## config.mk

```make
export PLATFORM = sky130hd
export DESIGN_NAME = tod_pulse_gen
export DESIGN_NICKNAME = d
export VERILOG_FILES = /design/src/rtl/tpg_pkg.sv /design/src/rtl/tpg_regs.sv /design/src/rtl/tpg_alarm.sv /design/src/rtl/tpg_interval.sv /design/src/rtl/tod_pulse_gen.sv
export SDC_FILE = /design/constraint.sdc
export NUM_CORES = 1
export LEC_CHECK = 0
export BUFFER_PORTS_ARGS = -buffer_cell sky130_fd_sc_hd__buf_2
export CELL_PAD_IN_SITES_DETAIL_PLACEMENT = 2
export CELL_PAD_IN_SITES_GLOBAL_PLACEMENT = 2
export CORE_MARGIN = 1.5
export CORE_UTILIZATION = 41
export CTS_BUF_LIST = sky130_fd_sc_hd__clkbuf_4
export DETAILED_ROUTE_END_ITERATION = 7
export PLACE_DENSITY_LB_ADDON = 0.1
export SYNTH_ARGS = -nofsm -noshare
export SYNTH_HDL_FRONTEND = slang
export SYNTH_SLANG_ARGS = --single-unit
```

## constraint.sdc

```tcl
create_clock -name clk -period 3.2 [get_ports clk]
set_input_delay 0.16 -clock clk [delete_from_list [all_inputs] [get_ports clk]]
set_output_delay 0.16 -clock clk [all_outputs]
set_load 0.01 [all_outputs]
```

## src/rtl/tpg_pkg.sv

```systemverilog
package tpg_pkg;

    localparam int DATA_W  = 32;
    localparam int N_ALARM = 2;

    // register addresses
    localparam int A_CTRL     = 0;
    localparam int A_PRSC     = 1;
    localparam int A_ALM_BASE = 2;                        // lo at base+2a, hi at base+2a+1
    localparam int A_IVL_BASE = A_ALM_BASE + 2 * N_ALARM; // interval g at base+g

    // control bit positions
    localparam int CB_EN      = 2;
    localparam int CB_NOALIGN = 14;
    localparam int CB_LOOP1   = 26;
    localparam int CB_LOOP0   = 27;
    localparam int CB_START   = 28;
    localparam int CB_POL1    = 30;
    localparam int CB_POL0    = 31;

    typedef struct packed {
        logic       en;
        logic       start_on_alarm;
        logic       no_realign;
        logic [1:0] loop;
        logic [1:0] pol;
    } ctrl_t;

endpackage

```

## src/rtl/tpg_regs.sv

```systemverilog
module tpg_regs
    import tpg_pkg::*;
#(
    parameter int N_GEN  = 3,
    parameter int ADDR_W = 4,
    parameter int PRSC_W = 16,
    parameter int TIME_W = 64
) (
    input  logic                               clk,
    input  logic                               rst_n,
    input  logic                               wr_en_i,
    input  logic [ADDR_W-1:0]                  wr_addr_i,
    input  logic [DATA_W-1:0]                  wr_data_i,
    output ctrl_t                              ctrl_o,
    output logic [PRSC_W-1:0]                  prsc_o,
    output logic [N_ALARM-1:0][TIME_W-1:0]     alarm_o,
    output logic [N_ALARM-1:0]                 arm_o,
    output logic [N_GEN-1:0][DATA_W-1:0]       ivl_o
);

    localparam int HI_W = TIME_W - DATA_W;

    typedef struct packed {
        ctrl_t                           ctrl;
        logic [PRSC_W-1:0]               prsc;
        logic [N_ALARM-1:0][TIME_W-1:0]  alm;
        logic [N_GEN-1:0][DATA_W-1:0]    ivl;
    } reg_state_t;

    reg_state_t s_d, s_q;
    logic [N_ALARM-1:0] arm_d;
    logic               frozen;

    always_comb begin
        s_d    = s_q;
        arm_d  = '0;
        frozen = s_q.ctrl.en;
        if (wr_en_i) begin
            if (wr_addr_i == ADDR_W'(A_CTRL)) begin
                s_d.ctrl.en             = wr_data_i[CB_EN];
                s_d.ctrl.start_on_alarm = wr_data_i[CB_START];
                s_d.ctrl.no_realign     = wr_data_i[CB_NOALIGN];
                s_d.ctrl.loop           = {wr_data_i[CB_LOOP1], wr_data_i[CB_LOOP0]};
                s_d.ctrl.pol            = {wr_data_i[CB_POL1], wr_data_i[CB_POL0]};
            end
            if (wr_addr_i == ADDR_W'(A_PRSC) && !frozen) begin
                s_d.prsc = wr_data_i[PRSC_W-1:0];
            end
            for (int a = 0; a < N_ALARM; a++) begin
                if (wr_addr_i == ADDR_W'(A_ALM_BASE + 2 * a)) begin
                    s_d.alm[a][DATA_W-1:0] = wr_data_i;
                end
                if (wr_addr_i == ADDR_W'(A_ALM_BASE + 2 * a + 1)) begin
                    s_d.alm[a][TIME_W-1:DATA_W] = wr_data_i[HI_W-1:0];
                    arm_d[a] = 1'b1;
                end
            end
            for (int g = 0; g < N_GEN; g++) begin
                if (wr_addr_i == ADDR_W'(A_IVL_BASE + g) && !frozen) begin
                    s_d.ivl[g] = wr_data_i;
                end
            end
        end
    end

    always_ff @(posedge clk or negedge rst_n) begin
        if (!rst_n) s_q <= '0;
        else        s_q <= s_d;
    end

    assign ctrl_o  = s_q.ctrl;
    assign prsc_o  = s_q.prsc;
    assign alarm_o = s_q.alm;
    assign ivl_o   = s_q.ivl;
    assign arm_o   = arm_d;

endmodule

```

## src/rtl/tpg_alarm.sv

```systemverilog
module tpg_alarm #(
    parameter int TIME_W = 64
) (
    input  logic              clk,
    input  logic              rst_n,
    input  logic              en_i,
    input  logic              arm_i,
    input  logic              pol_i,
    input  logic [TIME_W-1:0] time_i,
    input  logic [TIME_W-1:0] value_i,
    output logic              evt_o,
    output logic              line_o
);

    typedef struct packed {
        logic armed;
        logic fire;
    } alm_state_t;

    alm_state_t s_d, s_q;
    logic       reached;

    always_comb begin
        reached   = time_i >= value_i;
        s_d.fire  = s_q.armed & en_i & reached;
        s_d.armed = arm_i | (s_q.armed & ~s_d.fire);
    end

    always_ff @(posedge clk or negedge rst_n) begin
        if (!rst_n) s_q <= '0;
        else        s_q <= s_d;
    end

    assign evt_o  = s_q.fire;
    assign line_o = s_q.fire ^ pol_i;

endmodule

```

## src/rtl/tpg_interval.sv

```systemverilog
module tpg_interval #(
    parameter int CNT_W    = 32,
    parameter int PRSC_W   = 16,
    parameter int PERIOD_W = 10
) (
    input  logic                clk,
    input  logic                rst_n,
    input  logic                en_i,
    input  logic                wait_align_i,
    input  logic                no_realign_i,
    input  logic                align_i,
    input  logic [CNT_W-1:0]    ivl_i,
    input  logic [PRSC_W-1:0]   prsc_i,
    input  logic [PERIOD_W-1:0] period_i,
    output logic                evt_o,
    output logic                pulse_o
);

    typedef struct packed {
        logic              run;
        logic [CNT_W-1:0]  cnt;
        logic [PRSC_W-1:0] wid;
        logic              evt;
    } gen_state_t;

    gen_state_t        s_d, s_q;
    logic [CNT_W-1:0]  step;
    logic [PRSC_W-1:0] wid_load;
    logic              expire;
    logic              launch;

    always_comb begin
        s_d      = s_q;
        s_d.evt  = 1'b0;
        step     = CNT_W'(period_i);
        expire   = s_q.cnt < step;
        wid_load = (prsc_i == '0) ? PRSC_W'(1) : prsc_i;
        launch   = align_i ? (!s_q.run || !no_realign_i)
                           : (!wait_align_i && !s_q.run);
        if (!en_i) begin
            s_d = '0;
        end else if (launch) begin
            s_d.run = 1'b1;
            s_d.cnt = ivl_i;
            s_d.wid = '0;
        end else if (s_q.run) begin
            if (s_q.wid != '0) s_d.wid = s_q.wid - PRSC_W'(1);
            if (expire) begin
                s_d.evt = 1'b1;
                s_d.cnt = ivl_i;
                s_d.wid = wid_load;
            end else begin
                s_d.cnt = s_q.cnt - step;
            end
        end
    end

    always_ff @(posedge clk or negedge rst_n) begin
        if (!rst_n) s_q <= '0;
        else        s_q <= s_d;
    end

    assign evt_o   = s_q.evt;
    assign pulse_o = s_q.wid != '0;

endmodule

```

## src/rtl/tod_pulse_gen.sv

```systemverilog
module tod_pulse_gen
    import tpg_pkg::*;
#(
    parameter int N_GEN    = 3,
    parameter int ADDR_W   = 4,
    parameter int TIME_W   = 64,
    parameter int PRSC_W   = 16,
    parameter int PERIOD_W = 10
) (
    input  logic                clk,
    input  logic                rst_n,
    input  logic [TIME_W-1:0]   time_i,
    input  logic [PERIOD_W-1:0] period_i,
    input  logic                wr_en_i,
    input  logic [ADDR_W-1:0]   wr_addr_i,
    input  logic [DATA_W-1:0]   wr_data_i,
    output logic [N_GEN-1:0]    pulse_o,
    output logic [N_GEN-1:0]    evt_o,
    output logic [N_ALARM-1:0]  alarm_o,
    output logic [N_ALARM-1:0]  alarm_evt_o,
    output logic [1:0]          trig_loop_o
);

    ctrl_t                          ctrl;
    logic [PRSC_W-1:0]              prsc;
    logic [N_ALARM-1:0][TIME_W-1:0] alm_val;
    logic [N_ALARM-1:0]             alm_arm;
    logic [N_GEN-1:0][DATA_W-1:0]   ivl;
    logic                           tmr_en;

    assign tmr_en = ctrl.en;

    tpg_regs #(
        .N_GEN  (N_GEN),
        .ADDR_W (ADDR_W),
        .PRSC_W (PRSC_W),
        .TIME_W (TIME_W)
    ) u_regs (
        .clk       (clk),
        .rst_n     (rst_n),
        .wr_en_i   (wr_en_i),
        .wr_addr_i (wr_addr_i),
        .wr_data_i (wr_data_i),
        .ctrl_o    (ctrl),
        .prsc_o    (prsc),
        .alarm_o   (alm_val),
        .arm_o     (alm_arm),
        .ivl_o     (ivl)
    );

    for (genvar a = 0; a < N_ALARM; a++) begin : g_alarm
        tpg_alarm #(.TIME_W(TIME_W)) u_alarm (
            .clk     (clk),
            .rst_n   (rst_n),
            .en_i    (tmr_en),
            .arm_i   (alm_arm[a]),
            .pol_i   (ctrl.pol[a]),
            .time_i  (time_i),
            .value_i (alm_val[a]),
            .evt_o   (alarm_evt_o[a]),
            .line_o  (alarm_o[a])
        );
    end

    for (genvar g = 0; g < N_GEN; g++) begin : g_train
        tpg_interval #(
            .CNT_W    (DATA_W),
            .PRSC_W   (PRSC_W),
            .PERIOD_W (PERIOD_W)
        ) u_train (
            .clk          (clk),
            .rst_n        (rst_n),
            .en_i         (tmr_en),
            .wait_align_i (ctrl.start_on_alarm),
            .no_realign_i (ctrl.no_realign),
            .align_i      (alarm_evt_o[0]),
            .ivl_i        (ivl[g]),
            .prsc_i       (prsc),
            .period_i     (period_i),
            .evt_o        (evt_o[g]),
            .pulse_o      (pulse_o[g])
        );
    end

    for (genvar i = 0; i < 2; i++) begin : g_loop
        if (i < N_GEN) begin : g_on
            assign trig_loop_o[i] = pulse_o[i] & ctrl.loop[i];
        end else begin : g_off
            assign trig_loop_o[i] = 1'b0;
        end
    end

endmodule

```

==> results.yml, run 1 <==
synthesis:
  ys_seq_area_frac: 0.4356
  mappedNetlistArea_sq_mm: 0.02304
  synth_top_cells_by_count: "dfrtp_1 (401), o21ai_0 (213), nand2_1 (203), mux2_2 (184), inv_1 (168)"
  synth_xor_xnor_area_share: 0.01597
  synth_top_area_frac: 0.4356
  synth_top_family_by_area: "compound AO/OA/AOI/OAI gates"
  synth-adder-area-share: 0.09005
  ys_ff_latch: 401
  synthArstFlopShare: 1.000
  synth-edff-count: 0
  yosys.area.top_type: "dfrtp_1"
  synthSimpleGateAreaFrac: 0.1449
  ys.flop_type: "dfrtp_1"
  synth_nets: 2642
  syn_inst: 2365
  ys_types: 84
  yosys-top-cells-area: "dfrtp_1 (44%), mux2_2 (9.0%), ha_1 (8.7%), o21ai_0 (4.6%), nand2_1 (3.3%)"
  synth_warnings: 0
  synth_most_common_cell: "dfrtp_1"
  synth_mux_area_frac: 0.09081
  avgSynthCellArea_sq_um: 9.741
  synth_compound_area_frac: 0.1731
min_path:
  min_from: "wr_en_i"
  min_to: "u_regs.alarm_o[12]$_DFFE_PN0P_"
  hold_path_class: "primary input to flop"
  whs_path_depth: 6
critical_path:
  critical-path-max-stage-delay_ns: 0.55
  critPathSlowestCell: "or4_4"
  worstPathBufferInverterCount: 3
  cpMostUsedCell: "or4_4"
  reg2reg_to: "g_train[1].u_train.s_q[3]$_DFFE_PN0P_"
  crit_required_ns: 3.04
  path_class: "flop to output port"
  path_cells: "or4_4 > or3_4 > or4_4 > nor4_4 > buf_4 > inv_4 > buf_6"
  endpoint_kind: "output port"
  r2r_setup_slack_ns: 0.08
  rr_worst_depth: 10
  crit_family: "simple AND/OR/NAND/NOR gates"
  crit_path_start_kind: "flop"
  r2r-start: "g_train[1].u_train.s_q[41]$_DFFE_PN0P_"
  critPathArrivalTime_ns: 3.19
  path_max_fanout: 2
detailed_routing:
  wl_per_cell_um: 27.27
  initialDrtViolationCount: 1049
  ant_nets: 0
  firstDrtPassIters: 5
  routed_wirelength_um: 95700
  drc: 0
  viasPerCell: 6.029
  num_vias: 21160
clock_network:
  cts_max_level: 3
  cts_buffers: 117
  clockBufferDepth: 3
  clkTransAtPathRegs_ns: 0.07
  cts_sinks: 401
  cts_tree: "yes"
  clk_latency_ns: 0.95
  cts_root_buf: "clkbuf_4"
pwr:
  peakVddDrop_mv: 0.6795
  combPwrFrac: 0.528
  switchingPower_mw: 12.75
  p_int_mw: 14.99
  finalPower_mw: 27.74
  clockPowerShare: 0.191
  p_sw_frac: 0.4596
  leakage_nw: 12.83
  seq_power_share: 0.281
  powerDensity_mw_per_mm2: 1019
cells_and_area:
  nFillCells: 5940
  area_growth_pct: 18.19
  drive_gt1_frac: 0.2385
  fin_nets: 2935
  utilization: 0.4923
outcome:
  violations: "hold timing, setup timing"
  status: "finished with violations"
grt:
  grt_pass1_wl_um: 146000
  antenna_found_initial: 9
  top_usage_layer: "met2"
  grt_max_degree: 69
  met2_usage: 0.5764
  grt_usage: 0.3363
  gr-total-overflow: 0
  grt_pass1_vias: 24030
  globalRouteMet3Util: 0.05247
  met1_usage: 0.4038
placement:
  io_buffers: 124
  gp_congestion: 0.8576
  pre_cts_ws_ns: 0.06363
  dp_hpwl_um: 62920
flow_run:
  maxCapViolCount: 0
die:
  rows: 86
  die_w_um: 240.0
  die_y_um: 240.0
  io_pins: 125
  die_area_sq_mm: 0.05762
  initial_core_util: 0.4165
  core_area_sq_mm: 0.05531
sta:
  timing.slew.headroom: 0.3640
  finClkSkew_ns: 0.05342
  hold_violations: 2
  tightest_slew_ns: 0.9517
  finalWorstSetupSlack_ns: -0.1483
  rsz0062_at_grt: "yes"
  final.period_utilization: 1.046
  max_freq_mhz: 298.7
  finalSetupViolCount: 2
  drv_slew: 0
  hold_ws_ns: -0.02376
  period_minus_slack_ns: 3.348
-- flip-flops by register name, indices dropped and copies added (netlist names) --
register	cells
g_train.u_train.s_q	147
g_train.u_train.evt_o	3
g_alarm.u_alarm.evt_o	2
u_regs.prsc_o	16
g_alarm.u_alarm.s_q	2
u_regs.ctrl_o	6
u_regs.alarm_o	128
u_regs.frozen	1
u_regs.ivl_o	96
-- timing repair --
action | 4_1_cts | 5_1_grt
setup endpoints to repair | 6 | 65
pin swaps | 2 | 2
buffers inserted | 11 | 4
resized for setup | 8 | 26
hold buffers | 48 | 1
endpoints found under the hold margin | 655 | 14
-- through the flow --
step	hold WS, ns	cell area (sq um)	std cells	setup TNS [ns]
6_report	-0.02376	27230	3509	-0.2648
5_1_grt	-0.004112	27220	3505	-0.6274
4_1_cts	0.004227	27080	3494	-0.5695
3_5_place_dp	0.2192	24920	3224	0
3_3_place_gp	0.2235	24920	3224	0
2_1_floorplan	-0.1356	23040	2365	0
-- worst max-delay path by stage --
stage | start | endpoint | slack (ns) | depth (start not counted)
after floorplan | g_train[1].u_train.s_q[35]$_DFFE_PN0P_ | g_train[1].u_train.s_q[34]$_DFFE_PN0P_ | 0.45 | 11
after global placement | period_i[1] | g_train[2].u_train.s_q[48]$_DFFE_PN0P_ | 0.12 | 11
after detailed placement | g_train[1].u_train.s_q[41]$_DFFE_PN0P_ | g_train[1].u_train.s_q[7]$_DFFE_PN0P_ | 0.06 | 9
after CTS | g_train[0].u_train.s_q[10]$_DFFE_PN0P_ | pulse_o[0] | -0.29 | 7
after global routing | g_train[0].u_train.s_q[10]$_DFFE_PN0P_ | pulse_o[0] | -0.29 | 7
final | g_train[0].u_train.s_q[10]$_DFFE_PN0P_ | pulse_o[0] | -0.15 | 7
-- area by class of cell --
class                      count  area, sq um  share of cell area
multi-input combinational   1690        12010              0.4411
sequential                   401        10030              0.3685
timing repair buffer         278         2042             0.07500
clock buffer                 177         1329             0.04880
tap                          748        935.9             0.03437
inverter                     170        640.6             0.02353
clock inverter                34        209.0            0.007674
antenna                       11        27.53            0.001011
-- placed cells by master (no fill, tap or decap), types with 24 or more instances in the layout --
cell | Yosys | routed
a21o_1 | 26 | 26
nor2_1 | 147 | 138
a221o_1 | 32 | 32
mux2_2 | 184 | 184
nand3_1 | 43 | 40
buf_2 | 17 | 121
inv_1 | 168 | 168
ha_1 | 161 | 161
xnor2_1 | 24 | 24
dfrtp_1 | 401 | 401
a22oi_1 | 24 | 24
clkbuf_4 | 0 | 177
nand2_1 | 203 | 202
nor3_1 | 87 | 84
clkinv_1 | 1 | 26
or3_1 | 28 | 26
dlygate4sd3_1 | 0 | 47
nor4_1 | 45 | 43
buf_4 | 15 | 95
o21ai_0 | 213 | 208
a21oi_1 | 141 | 141
-- cell families (layout without fill, tap and decap cells) --
| family | Yosys count | after routing |
|---|---|---|
| AND/OR/NAND/NOR | 678 | 678 |
| AO/OA/AOI/OAI | 620 | 620 |
| flip-flops | 401 | 401 |
| buffers and inverters | 274 | 659 |
| multiplexers | 186 | 186 |
| adder cells (fa/ha/maj) | 164 | 164 |
| XOR/XNOR | 42 | 42 |
| other | 0 | 11 |
-- power by group through the flow --
stage / clock network (mW) / registers, mW / logic, mW
2_1_floorplan: 0 / 7.23 / 9.36
3_3_place_gp: 0 / 7.66 / 12.4
3_5_place_dp: 0 / 7.78 / 13.2
4_1_cts: 5.35 / 7.72 / 14.1
5_1_grt: 5.67 / 7.94 / 16.1
6_report: 5.30 / 7.79 / 14.7
-- tightest hold or removal path: cells and delay by family --
family / cells / cell delay, ns
AND/OR/NAND/NOR: 4 / 0.43
AO/OA/AOI/OAI: 1 / 0.17
buffers and inverters: 1 / 0.12
-- routing by layer --
metal  part of all wire  routed length (um)  vias to the layer above
met3              0.044                4197                      271
met4              0.056                5319                        0
met5                  0                   0                        -
li1                   -                   -                     9300
met1               0.41               38760                    10970
met2               0.50               47420                      618
(Power assumes the default switching activity.)
==> run 2, diff against run 1 <==
Settings changed: CORE_UTILIZATION 41 to 37.
Clock period 3.2 ns to 2.8 ns, I/O delays scaled along.
==> run 2 against run 1 <==
Effect of this change:
- the flow finishes with violations (setup timing)
- global-route usage is 3.0 points lower
- combinational power increased by 60%
- clock power is 10% higher
- via count grew 3.8%
- sequential share of layout area is 3.7 points lower
- hold slack gained 0.095 ns
- design area grew 11%
- count of clock-buffer cells in the layout unchanged
- first-iteration DRC count rose by 11%
- largest power group unchanged
==> results.yml, run 2 (synthesis results as in run 1) <==
outcome:
  status: "finished with violations"
  violations: "setup timing"
detailed_routing:
  drc: 0
  wl_per_cell_um: 26.93
  firstDrtPassIters: 4
  routed_wirelength_um: 101600
  viasPerCell: 5.823
  num_vias: 21970
  ant_nets: 0
  initialDrtViolationCount: 1165
critical_path:
  endpoint_kind: "output port"
  path_class: "flop to output port"
  crit_path_start_kind: "flop"
  reg2reg_to: "g_train[1].u_train.s_q[31]$_DFFE_PN0P_"
  path_max_fanout: 2
  rr_worst_depth: 13
  r2r-start: "g_train[1].u_train.s_q[17]$_DFFE_PN0P_"
  critPathArrivalTime_ns: 3.18
  r2r_setup_slack_ns: -0.25
  crit_required_ns: 2.66
die:
  io_pins: 125
  die_y_um: 252.5
  die_w_um: 252.5
  rows: 91
  initial_core_util: 0.3740
  core_area_sq_mm: 0.06160
  die_area_sq_mm: 0.06377
cells_and_area:
  area_growth_pct: 31.54
  drive_gt1_frac: 0.3424
  most-common-layout-cells: "dfrtp_1 (400), buf_4 (196), nand2_1 (194), mux2_2 (184), clkbuf_4 (177)"
  utilization: 0.4920
  final_common_cell: "dfrtp_1"
  largest_reg_flops: 147
  largest-register: "g_train.u_train.s_q"
  fin_nets: 3118
pwr:
  leakage_nw: 14.12
  peakVddDrop_mv: 0.6882
  powerDensity_mw_per_mm2: 1262
  finalPower_mw: 38.25
sta:
  rsz0062_at_grt: "yes"
  hold_ws_ns: 0.07138
  drv_slew: 0
  tightest_slew_ns: 1.074
  timing.slew.headroom: 0.2829
  finClkSkew_ns: 0.05561
  finalWorstSetupSlack_ns: -0.5185
  hold_violations: 0
  final.period_utilization: 1.185
  max_freq_mhz: 301.3
  period_minus_slack_ns: 3.318
  finalSetupViolCount: 96
clock_network:
  clkTransAtPathRegs_ns: 0.07
  cts_buffers: 118
  cts_root_buf: "clkbuf_4"
  clk_latency_ns: 0.94
  cts_max_level: 3
  cts_tree: "yes"
  clockBufferDepth: 3
  cts_sinks: 401
placement:
  dp_hpwl_um: 64630
  io_buffers: 124
  gp_congestion: 0.8586
grt:
  grt_pass1_wl_um: 148000
  grt_max_degree: 87
  gr-total-overflow: 0
  antenna_found_initial: 9
  met2_usage: 0.5420
  grt_pass1_vias: 24540
  grt_usage: 0.3059
  met1_usage: 0.3636
  globalRouteMet3Util: 0.04943
  top_usage_layer: "met2"
min_path:
  min_from: "time_i[26]"
  whs_path_depth: 6
  min_to: "g_alarm[0].u_alarm.evt_o$_DFF_PN0_"
  hold_path_class: "primary input to flop"
flow_run:
  maxCapViolCount: 0
## run 2: cell types whose count changed in the layout (fill, tap and decap cells not counted), moves of 19 or more
cell	change
o21ai_1	+36
o21ai_0	-64
buf_4	+101
buf_6	+39
o21ai_2	+25
a21oi_1	-19
a21oi_2	+19
## run 2: worst max-delay path: stages (launching register included)
cell and delay [ns]:
dfrtp_1 0.39, or4_4 0.56, or3_4 0.35, or4_4 0.45, nor4_4 0.19, buf_4 0.19, inv_4 0.04, buf_6 0.11
## run 2: routing by layer
layer / vias up / routed length [um]
li1: 9668 / -
met1: 11450 / 41590
met2: 587 / 51480
met3: 259 / 3763
met4: 4 / 4716
met5: - / 26
## run 2: repair_timing
action                                  in CTS  in global routing
gates cloned                                11                  4
endpoints found under the setup margin     121                143
hold endpoints to repair                   657                  7
pin swaps                                   60                106
buffers inserted                            43                 40
hold buffers                                58                  3
gates resized for setup                    185                220
## run 2: metrics by stage
stage | setup TNS (ns) | setup slack (ns) | instance area, sq um | std cells
after global placement | -3.892 | -0.1908 | 25830 | 3410
after detailed placement | -12.78 | -0.2753 | 25830 | 3410
after floorplan | 0 | 0.05180 | 23040 | 2365
after global routing | -20.19 | -0.6561 | 30300 | 3770
after CTS | -4.473 | -0.5800 | 29120 | 3728
final | -12.74 | -0.5185 | 30300 | 3772
## run 2: area by class of cell
class	instances	area, sq um
timing repair buffer	456	3923
inverter	170	640.6
antenna	6	15.01
clock inverter	31	171.4
tap	837	1047
fill	6306	31290
sequential	401	10040
clock buffer	177	1329
multi-input combinational	1694	13140
## run 2: worst max path at each step
stage                                                start                                      to  cells after the start  slack (ns)
finish              g_train[0].u_train.s_q[10]$_DFFE_PN0P_                              pulse_o[0]                      7       -0.52
global placement    g_train[2].u_train.s_q[44]$_DFFE_PN0P_  g_train[2].u_train.s_q[14]$_DFFE_PN0P_                      8       -0.19
CTS                 g_train[0].u_train.s_q[10]$_DFFE_PN0P_                              pulse_o[0]                      7       -0.58
floorplan           g_train[1].u_train.s_q[35]$_DFFE_PN0P_  g_train[1].u_train.s_q[34]$_DFFE_PN0P_                     11        0.05
global route        g_train[0].u_train.s_q[10]$_DFFE_PN0P_                              pulse_o[0]                      7       -0.66
detailed placement  g_train[1].u_train.s_q[44]$_DFFE_PN0P_   g_train[1].u_train.s_q[1]$_DFFE_PN0P_                     10       -0.28
## run 2: report_power, final
group          total (mW)  switching, mW  internal (mW)
logic                23.5           12.9           10.6
registers            8.87           1.52           7.35
clock network        5.85           2.88           2.97
total                38.2           17.3           20.9
==> run 3, diff against run 2 <==
Settings changed: CORE_UTILIZATION 37 to 36, CTS_BUF_LIST sky130_fd_sc_hd__clkbuf_4 to not set, TNS_END_PERCENT set to 1.
==> run 3 against run 2 <==
Effect of this change:
- the flow still finishes with violations (setup timing)
- power fell by 11%
- via count fell by 7.1%
- highest routed layer unchanged
- register-to-register slack improved by 0.16 ns
- critical path depth did not move
- wire length fell by 9.8%
- sequential share of layout area rose by 1.9 points
- sequential cell count did not move
- combinational power fell by 21%
- setup slack improved by 0.21 ns
- core utilization fell by 3.9 points
- sequential power fell by 1%
- cell count fell by 5.5%
==> results.yml, run 3 (synthesis results as in run 1) <==
min_path:
  whs_path_depth: 3
  min_to: "u_regs.alarm_o[15]$_DFFE_PN0P_"
  hold_path_class: "primary input to flop"
  min_from: "wr_data_i[15]"
sta:
  tightest_slew_ns: 1.083
  period_minus_slack_ns: 3.105
  finalSetupViolCount: 20
  rsz0062_at_grt: "yes"
  final.setup.tns_ns: -1.100
  finalWorstSetupSlack_ns: -0.3045
  max_freq_mhz: 322.1
  final.period_utilization: 1.109
  drv_slew: 0
  timing.slew.headroom: 0.2774
  hold_violations: 0
  finClkSkew_ns: 0.02354
pwr:
  peakVddDrop_mv: 0.5289
  powerDensity_mw_per_mm2: 1196
  leakage_nw: 13.35
placement:
  gp_congestion: 0.8886
  io_buffers: 124
  dp_hpwl_um: 66280
  pre_cts_ws_ns: -0.3257
  dpl.cell_count: 3445
grt:
  gr-total-overflow: 0
  antenna_found_initial: 11
  grt_max_degree: 80
  grt_pass1_vias: 23020
  grt_usage: 0.2780
  grt_pass1_wl_um: 140000
clock_network:
  cts_max_level: 2
  clockBufferDepth: 3
  cts_buffers: 50
  cts_root_buf: "clkbuf_16"
  clkTransAtPathRegs_ns: 0.06
  clk_latency_ns: 0.61
  cts_sinks: 401
  cts_tree: "yes"
cells_and_area:
  fin_nets: 2958
  largest-register: "g_train.u_train.s_q"
  utilization: 0.4529
  layoutNonFillerInstCount: 3565
  area_growth_pct: 24.24
  final_common_cell: "dfrtp_1"
  largest_reg_flops: 147
  most-common-layout-cells: "dfrtp_1 (401), nand2_1 (199), buf_4 (189), mux2_2 (184), o21ai_0 (181)"
  drive_gt1_frac: 0.2609
detailed_routing:
  wl_per_cell_um: 25.70
  routed_wirelength_um: 91620
  wl_met2_um: 46230
  top_layer_used: "met5"
  num_vias: 20410
  firstDrtPassIters: 4
  drc: 0
  ant_nets: 0
  viasPerCell: 5.724
  initialDrtViolationCount: 925
  wl_met3_um: 2755
  wl_met1_um: 39750
critical_path:
  cpMostUsedCell: "or4_4"
  r2r-start: "g_train[1].u_train.s_q[44]$_DFFE_PN0P_"
  worstPathBufferInverterCount: 2
  critPathSlowestCell: "or4_4"
  path_max_fanout: 4
  r2r_setup_slack_ns: -0.09
  path_cells: "or4_4 > or3_4 > or4_4 > nor4_4 > buf_4 > nor2b_2 > buf_2"
  critPathArrivalTime_ns: 2.96
  endpoint_kind: "output port"
  crit_path_start_kind: "flop"
  path_class: "flop to output port"
  crit_family: "simple AND/OR/NAND/NOR gates"
  rr_worst_depth: 9
  critical-path-max-stage-delay_ns: 0.56
  crit_required_ns: 2.66
  reg2reg_to: "g_train[1].u_train.s_q[7]$_DFFE_PN0P_"
die:
  core_area_sq_mm: 0.06320
  die_area_sq_mm: 0.06552
  rows: 92
  die_w_um: 256.0
  io_pins: 125
  die_y_um: 256.0
  initial_core_util: 0.3645
flow_run:
  maxCapViolCount: 0
outcome:
  violations: "setup timing"
  status: "finished with violations"
==> run 3: cell count changes in the layout (fill, tap and decap cells not counted), moves of 24 or more <==
cell           previous run  this run
clkbuf_16                 3        51
clkbuf_4                177         0
clkinv_1                 25         1
o21ai_0                 144       181
buf_6                    43         7
dlygate4sd3_1            58        27
==> run 3: area by class of cell <==
type / instances / area (sq um)
Antenna cell: 1 / 2.502
Clock buffer: 74 / 1503
Clock inverter: 15 / 252.7
Fill cell: 6713 / 34570
Inverter: 170 / 638.1
Multi-Input combinational cell: 1690 / 12300
Sequential cell: 401 / 10030
Tap cell: 846 / 1059
Timing Repair Buffer: 368 / 2834
==> run 3: repair_timing <==
| action | in CTS | in global routing |
|---|---|---|
| endpoints found under the hold margin | 131 | 0 |
| cloned | 0 | 0 |
| resized for setup | 62 | 71 |
| endpoints found under the setup margin | 119 | 131 |
| pin swaps | 3 | 12 |
| hold buffers | 27 | 0 |
| setup buffers | 2 | 1 |
==> run 3: per-stage QoR <==
step	hold slack [ns]	total power, mW	area (sq um)
after detailed placement	0.2353	25.82	26110
after CTS	0.002807	33.75	28320
after global placement	0.2371	24.86	26110
final	0.01185	34.23	28620
after floorplan	-0.1556	18.96	23040
after global routing	0.03760	36.54	28620
==> run 3: worst max-delay path by stage <==
stage                                                 from                                endpoint  slack [ns]  depth (start not counted)
global placement    g_train[1].u_train.s_q[17]$_DFFE_PN0P_   g_train[1].u_train.s_q[1]$_DFFE_PN0P_       -0.19                         12
global route         g_train[0].u_train.s_q[9]$_DFFE_PN0P_                          trig_loop_o[0]       -0.40                          7
detailed placement  g_train[1].u_train.s_q[17]$_DFFE_PN0P_   g_train[1].u_train.s_q[7]$_DFFE_PN0P_       -0.33                         12
CTS                  g_train[0].u_train.s_q[9]$_DFFE_PN0P_                          trig_loop_o[0]       -0.42                          7
floorplan           g_train[1].u_train.s_q[35]$_DFFE_PN0P_  g_train[1].u_train.s_q[34]$_DFFE_PN0P_        0.05                         11
finish               g_train[0].u_train.s_q[9]$_DFFE_PN0P_                          trig_loop_o[0]       -0.30                          7
==> run 3: report_power, final <==
part           internal [mW]  switching [mW]  total, mW
sequential              7.35            1.39       8.74
clock                   4.25            2.72       6.97
combinational           8.08            10.4       18.5
==> run 3: layer usage <==
layer / GRT usage / vias up
li1: - / 9257
met1: 0.3483 / 10700
met2: 0.4974 / 313
met3: 0.02981 / 126
met4: 0.09172 / 6
met5: 0 / -
==> run 3: worst reg2reg max path, stage by stage, from the launching register on <==
cell	delay, ns
dfrtp_1	0.38
or4_4	0.54
or4_4	0.46
nor2_4	0.14
nand2_2	0.07
or3_4	0.40
buf_12	0.16
a21oi_4	0.28
o21ai_0	0.15
a22o_1	0.20
